$ cat src/rtl/fir4lane.sv
module fir4lane #(
  parameter int DATA_W  = 8,
  parameter int COEF_W  = 9,
  parameter int TAPS    = 16,
  parameter int LANES   = 4,
  parameter int MUL_LAT = 2,
  localparam int PER    = TAPS / LANES,
  localparam int AW     = $clog2(TAPS),
  localparam int PW     = $clog2(PER),
  localparam int PROD_W = DATA_W + COEF_W,
  localparam int OUT_W  = PROD_W + $clog2(TAPS),
  localparam int DONE   = MUL_LAT + PER + 1,
  localparam int CW     = $clog2(DONE + 1)
) (
  input  logic                     clk,
  input  logic                     rst_n,
  input  logic                     in_valid,
  input  logic signed [DATA_W-1:0] in_data,
  output logic                     in_ready,
  input  logic                     coef_we,
  input  logic [AW-1:0]            coef_addr,
  input  logic signed [COEF_W-1:0] coef_data,
  output logic                     out_valid,
  output logic signed [OUT_W-1:0]  out_data
);
  logic                     busy;
  logic [CW-1:0]            cnt;
  logic signed [DATA_W-1:0] dly  [TAPS];
  logic signed [COEF_W-1:0] coef [TAPS];
  logic signed [OUT_W-1:0]  lane_sum [LANES];
  logic signed [OUT_W-1:0]  total;

  wire          accept = in_valid & ~busy;
  wire [PW-1:0] sel    = PW'(cnt - CW'(1));
  wire          take   = busy && (cnt > CW'(MUL_LAT)) && (cnt <= CW'(MUL_LAT + PER));

  assign in_ready = ~busy;

  always_ff @(posedge clk) begin
    if (!rst_n) begin
      for (int k = 0; k < TAPS; k++) begin
        dly[k]  <= '0;
        coef[k] <= '0;
      end
    end else begin
      if (accept) begin
        dly[0] <= in_data;
        for (int k = 1; k < TAPS; k++) dly[k] <= dly[k-1];
      end
      if (coef_we && !busy) coef[coef_addr] <= coef_data;
    end
  end

  for (genvar l = 0; l < LANES; l++) begin : g_lane
    logic signed [PROD_W-1:0] pipe [MUL_LAT];
    logic signed [OUT_W-1:0]  acc;
    always_ff @(posedge clk) begin
      if (!rst_n) begin
        for (int s = 0; s < MUL_LAT; s++) pipe[s] <= '0;
        acc <= '0;
      end else begin
        pipe[0] <= coef[l*PER + int'(sel)] * dly[l*PER + int'(sel)];
        for (int s = 1; s < MUL_LAT; s++) pipe[s] <= pipe[s-1];
        if (accept)
          acc <= '0;
        else if (take)
          acc <= acc + {{(OUT_W-PROD_W){pipe[MUL_LAT-1][PROD_W-1]}}, pipe[MUL_LAT-1]};
      end
    end
    assign lane_sum[l] = acc;
  end

  always_comb begin
    total = '0;
    for (int l = 0; l < LANES; l++) total = total + lane_sum[l];
  end

  always_ff @(posedge clk) begin
    if (!rst_n) begin
      busy      <= 1'b0;
      cnt       <= '0;
      out_valid <= 1'b0;
      out_data  <= '0;
    end else begin
      out_valid <= 1'b0;
      if (accept) begin
        busy <= 1'b1;
        cnt  <= CW'(1);
      end else if (busy) begin
        cnt <= cnt + CW'(1);
        if (cnt == CW'(DONE)) begin
          busy      <= 1'b0;
          cnt       <= '0;
          out_valid <= 1'b1;
          out_data  <= total;
        end
      end
    end
  end
endmodule

$ cat config.mk
export PLATFORM = sky130hd
export DESIGN_NAME = fir4lane
export DESIGN_NICKNAME = d
export VERILOG_FILES = /design/src/rtl/fir4lane.sv
export SDC_FILE = /design/constraint.sdc
export NUM_CORES = 2
export LEC_CHECK = 0
export BUFFER_PORTS_ARGS = -buffer_cell sky130_fd_sc_hd__buf_2
export CAP_MARGIN = 20
export CORE_UTILIZATION = 60
export DETAILED_ROUTE_END_ITERATION = 16
export PLACE_DENSITY = 0.76
export SLEW_MARGIN = 0
export SYNTH_ARGS = -nofsm -noshare
export SYNTH_HDL_FRONTEND = slang
export SYNTH_SLANG_ARGS = --single-unit
$ cat constraint.sdc
create_clock -name clk -period 12.3 [get_ports clk]
set_input_delay 2.46 -clock clk [delete_from_list [all_inputs] [get_ports clk]]
set_output_delay 2.46 -clock clk [all_outputs]
set_load 0.01 [all_outputs]
==> impl_metrics.xml <==
<?xml version="1.0" encoding="UTF-8"?>
<metrics>
  <group name="routing">
    <metric name="remaining_drc_errors" unit="">0</metric>
    <metric name="postRouteWirelength" unit="mm">76.0</metric>
    <metric name="dr_total_vias" unit="">23600</metric>
    <metric name="viasPerCell" unit="">5.66</metric>
    <metric name="wire_length_per_cell" unit="um">18.2</metric>
    <metric name="drt_iter0_drc" unit="">1576</metric>
    <metric name="route.antenna.remaining_nets" unit="">0</metric>
    <metric name="firstDrtPassIters" unit="">5</metric>
  </group>
  <group name="clocking">
    <metric name="cts_post_setup_buffers_inserted" unit="">0</metric>
    <metric name="clk_sink_count" unit="">518</metric>
    <metric name="cts_tree" unit="">done</metric>
    <metric name="cts-htree-levels" unit="">2</metric>
    <metric name="cts_buffers" unit="">57</metric>
    <metric name="hold_buffers" unit="">0</metric>
    <metric name="ctsResizeCount" unit="">0</metric>
    <metric name="ctsRootBufferMaster" unit="">sky130_fd_sc_hd__clkbuf_16</metric>
    <metric name="clockBufferDepth" unit="">3</metric>
    <metric name="insertion_delay" unit="ps">620</metric>
    <metric name="clkSlewWorstSetupHoldPaths" unit="ps">60</metric>
  </group>
  <group name="synthesis">
    <metric name="ys_ff_latch" unit="">518</metric>
    <metric name="ys_async_sr_fraction" unit="%">0</metric>
    <metric name="synth.lib_cells_used.distinct" unit="">85</metric>
    <metric name="yosys_warnings" unit="">0</metric>
    <metric name="synthesis.area" unit="sq um">35300</metric>
    <metric name="netlist_top_cells_area" unit="">sky130_fd_sc_hd__edfxtp_1, sky130_fd_sc_hd__fa_1, sky130_fd_sc_hd__dfxtp_1, sky130_fd_sc_hd__and2_1, sky130_fd_sc_hd__ha_1</metric>
    <metric name="yosys.area.top_type" unit="">sky130_fd_sc_hd__edfxtp_1</metric>
    <metric name="yosysSeqAreaShare" unit="%">37.0</metric>
    <metric name="synth_top_area_share" unit="%">23.1</metric>
    <metric name="yosys_most_used_dff" unit="">sky130_fd_sc_hd__edfxtp_1</metric>
    <metric name="post_synthesis_cell_count" unit="">3337</metric>
    <metric name="synth_nets" unit="">3877</metric>
    <metric name="count_of_flip_flops_with_a_built_in_enable_after_synthesis" unit="">272</metric>
    <metric name="postSynthAreaPerCell" unit="sq um">10.6</metric>
  </group>
  <group name="grt">
    <metric name="grt_pass1_vias" unit="">24500</metric>
    <metric name="globalRoute.totalOverflow" unit="">0</metric>
    <metric name="gr_util_met3" unit="%">3.02</metric>
    <metric name="grt_util_met1" unit="%">34.5</metric>
    <metric name="number_of_antenna_violations_at_the_first_check_in_global_routing" unit="">0</metric>
    <metric name="grt_max_degree" unit="">106</metric>
    <metric name="globalRouteMet2Util" unit="%">45.1</metric>
    <metric name="grt.total_usage" unit="%">26.3</metric>
    <metric name="global_route.peak_usage_layer" unit="">met2</metric>
    <metric name="first_pass_grt_wire_length" unit="mm">125</metric>
  </group>
  <group name="power_and_ir_drop">
    <metric name="internal_power" unit="mW">3.98</metric>
    <metric name="sw_share" unit="%">35.2</metric>
    <metric name="power_switching" unit="mW">2.16</metric>
    <metric name="power.share.sequential" unit="%">33.7</metric>
    <metric name="vdd.ir_drop.worst" unit="V">0.000127</metric>
    <metric name="share_comb_of_total_power" unit="%">39.7</metric>
    <metric name="standby_leakage_power" unit="nW">17.0</metric>
    <metric name="power.share.clock" unit="%">26.6</metric>
    <metric name="p_per_area" unit="nW/um^2">161</metric>
  </group>
  <group name="final_layout">
    <metric name="top_library_cells_by_usage_in_the_layout_fill_and_taps_aside" unit="">sky130_fd_sc_hd__and2_1, sky130_fd_sc_hd__inv_1, sky130_fd_sc_hd__fa_1</metric>
    <metric name="layout_commonest_cell" unit="">sky130_fd_sc_hd__and2_1</metric>
    <metric name="finish.cell_count_without_fillers" unit="">4178</metric>
    <metric name="fin_area" unit="sq um">38200</metric>
    <metric name="nets_finish" unit="">3908</metric>
    <metric name="synthToLayoutAreaGrowth" unit="%">8.01</metric>
    <metric name="post_route_cells_drive_above_1_share" unit="%">7.59</metric>
    <metric name="antenna_cells_inserted" unit="">0</metric>
  </group>
  <group name="place">
    <metric name="dp_slack" unit="ps">5460</metric>
    <metric name="io_buffer_count" unit="">47</metric>
    <metric name="detailed_place.area" unit="sq um">36300</metric>
    <metric name="post-dp-hpwl" unit="mm">56.9</metric>
    <metric name="numPlacedInstances" unit="">4070</metric>
    <metric name="place.gp.congestion" unit="">0.948</metric>
  </group>
  <group name="sta">
    <metric name="hold_viol_final" unit="">0</metric>
    <metric name="tcrit_tclk_final" unit="%">55.5</metric>
    <metric name="finalSetupViolCount" unit="">0</metric>
    <metric name="timing_max_transition_violations_final" unit="">0</metric>
    <metric name="max_slew.worst_pin.slew" unit="ps">1060</metric>
    <metric name="slew_headroom" unit="%">28.9</metric>
    <metric name="final.setup.tns" unit="ps">0</metric>
    <metric name="fin_ws" unit="ps">5480</metric>
    <metric name="finalWorstPathRequiredPeriod" unit="ps">6820</metric>
    <metric name="clock.fmax" unit="MHz">147</metric>
    <metric name="timing.clock.skew" unit="ps">20.2</metric>
    <metric name="hold-worst-slack" unit="ps">429</metric>
    <metric name="rsz0062_at_grt" unit="">false</metric>
  </group>
  <group name="worst_setup_path">
    <metric name="setup.worst_path.end_class" unit="">flip-flop</metric>
    <metric name="r2r.worst_path.cells" unit="">19</metric>
    <metric name="worstSetupPathType" unit="">flip-flop to flip-flop</metric>
    <metric name="critical_path.startpoint_type" unit="">flip-flop</metric>
    <metric name="path_max_fanout" unit="">73</metric>
    <metric name="worst_path_arrival_time" unit="ps">7310</metric>
    <metric name="critPathRequiredTime" unit="ps">12790</metric>
  </group>
  <group name="die">
    <metric name="die_x" unit="um">245</metric>
    <metric name="die-area" unit="sq um">59900</metric>
    <metric name="floorplan.core_area" unit="sq um">57900</metric>
    <metric name="die_h" unit="um">245</metric>
    <metric name="start_util" unit="%">61.0</metric>
    <metric name="num_io_pins" unit="">48</metric>
    <metric name="std_cell_rows" unit="">88</metric>
  </group>
  <group name="min_path">
    <metric name="number_of_stages_on_the_worst_hold_path" unit="">1</metric>
    <metric name="worstHoldPathType" unit="">flip-flop to flip-flop</metric>
  </group>
  <group name="run_status">
    <metric name="outcome" unit="">finished, final reports clean</metric>
  </group>
  <group name="run">
    <metric name="max_cap_violations" unit="">0</metric>
  </group>
</metrics>
## through the flow
step | power (mW) | utilization [%]
6_report | 6.14 | 65.9
5_1_grt | 6.61 | 65.9
4_1_cts | 6.17 | 65.8
3_5_place_dp | 4.53 | 62.8
3_3_place_gp | 4.42 | 62.7
2_1_floorplan | 3.98 | -
## cell usage after synthesis (38+ instances only)
| cell type | n |
|---|---|
| sky130_fd_sc_hd__and2_1 | 531 |
| sky130_fd_sc_hd__inv_1 | 381 |
| sky130_fd_sc_hd__fa_1 | 288 |
| sky130_fd_sc_hd__edfxtp_1 | 272 |
| sky130_fd_sc_hd__nand2_1 | 254 |
| sky130_fd_sc_hd__dfxtp_1 | 246 |
| sky130_fd_sc_hd__ha_1 | 227 |
| sky130_fd_sc_hd__nor2_1 | 157 |
| sky130_fd_sc_hd__a21oi_1 | 148 |
| sky130_fd_sc_hd__xnor2_1 | 88 |
| sky130_fd_sc_hd__o21ai_0 | 84 |
| sky130_fd_sc_hd__clkbuf_1 | 80 |
| sky130_fd_sc_hd__mux4_2 | 64 |
| sky130_fd_sc_hd__a21o_1 | 53 |
| sky130_fd_sc_hd__nand3_1 | 48 |
| sky130_fd_sc_hd__nor3_1 | 38 |
## path summary, 6_finish.rpt
check | startpoint | end | slack, ps
worst min-delay path | g_lane[3].pipe[0][6]$_SDFF_PN0_ | g_lane[3].pipe[0][23]$_SDFF_PN0_ | 430
worst min register to register | g_lane[3].pipe[0][6]$_SDFF_PN0_ | g_lane[3].pipe[0][23]$_SDFF_PN0_ | 430
worst max-delay path | cnt[0]$_SDFFE_PN0P_ | g_lane[1].pipe[0][16]$_SDFF_PN0_ | 5480
worst max register to register | cnt[0]$_SDFFE_PN0P_ | g_lane[1].pipe[0][16]$_SDFF_PN0_ | 5480
## layer usage
layer / routed length (um) / vias up
met5: 0 / -
met4: 2350 / 0
met3: 3510 / 148
met2: 37200 / 628
met1: 33000 / 11600
li1: - / 11300
## power by group through the flow
stage	logic (mW)	clock network, mW	registers, mW
2_1_floorplan	1.91	0	2.07
3_3_place_gp	2.32	0	2.10
3_5_place_dp	2.42	0	2.11
4_1_cts	2.44	1.66	2.07
5_1_grt	2.80	1.73	2.09
6_report	2.43	1.63	2.07
## logic make-up (layout without fill, tap and decap cells)
kind of cell / after synthesis / after routing / share of synthesized area (%)
AO/OA/AOI/OAI: 452 / 452 / 8.22
XOR/XNOR: 117 / 117 / 2.90
adder cells (fa/ha/maj): 515 / 515 / 24.3
buffers and inverters: 485 / 561 / 5.22
flip-flops: 518 / 518 / 37.0
multiplexers: 83 / 83 / 4.63
AND/OR/NAND/NOR: 1167 / 1167 / 17.6
## critical path: stages, from the launching register on
cell	delay, ps
sky130_fd_sc_hd__dfxtp_4	530
sky130_fd_sc_hd__inv_2	190
sky130_fd_sc_hd__ha_4	1000
sky130_fd_sc_hd__mux2_2	420
sky130_fd_sc_hd__o21ai_1	550
sky130_fd_sc_hd__fa_1	560
sky130_fd_sc_hd__fa_1	530
sky130_fd_sc_hd__inv_1	60
sky130_fd_sc_hd__fa_1	520
sky130_fd_sc_hd__inv_1	50
sky130_fd_sc_hd__fa_1	480
sky130_fd_sc_hd__inv_1	50
sky130_fd_sc_hd__ha_1	280
sky130_fd_sc_hd__a21oi_1	210
sky130_fd_sc_hd__o21bai_1	120
sky130_fd_sc_hd__a2111o_1	440
sky130_fd_sc_hd__a41oi_1	310
sky130_fd_sc_hd__o21ai_0	160
sky130_fd_sc_hd__xnor2_1	160
sky130_fd_sc_hd__nor2_1	50
## sequential cells by signal (all words and copies together), names as in the netlist
name	count
g_lane.pipe	136
g_lane.acc	84
dly	128
busy	1
coef	144
cnt	3
out_data	21
out_valid	1
## final cells by class
| class | instances | area [sq um] |
|---|---|---|
| clock inverters | 27 | 245 |
| flip-flops and latches | 518 | 13100 |
| well taps | 765 | 957 |
| multi-input cells | 2334 | 20400 |
| inverters | 384 | 1450 |
| clock buffers | 77 | 1540 |
| fillers | 4389 | 19700 |
| repair buffers | 73 | 450 |
Note: power is estimated with default switching activity, not from simulation.
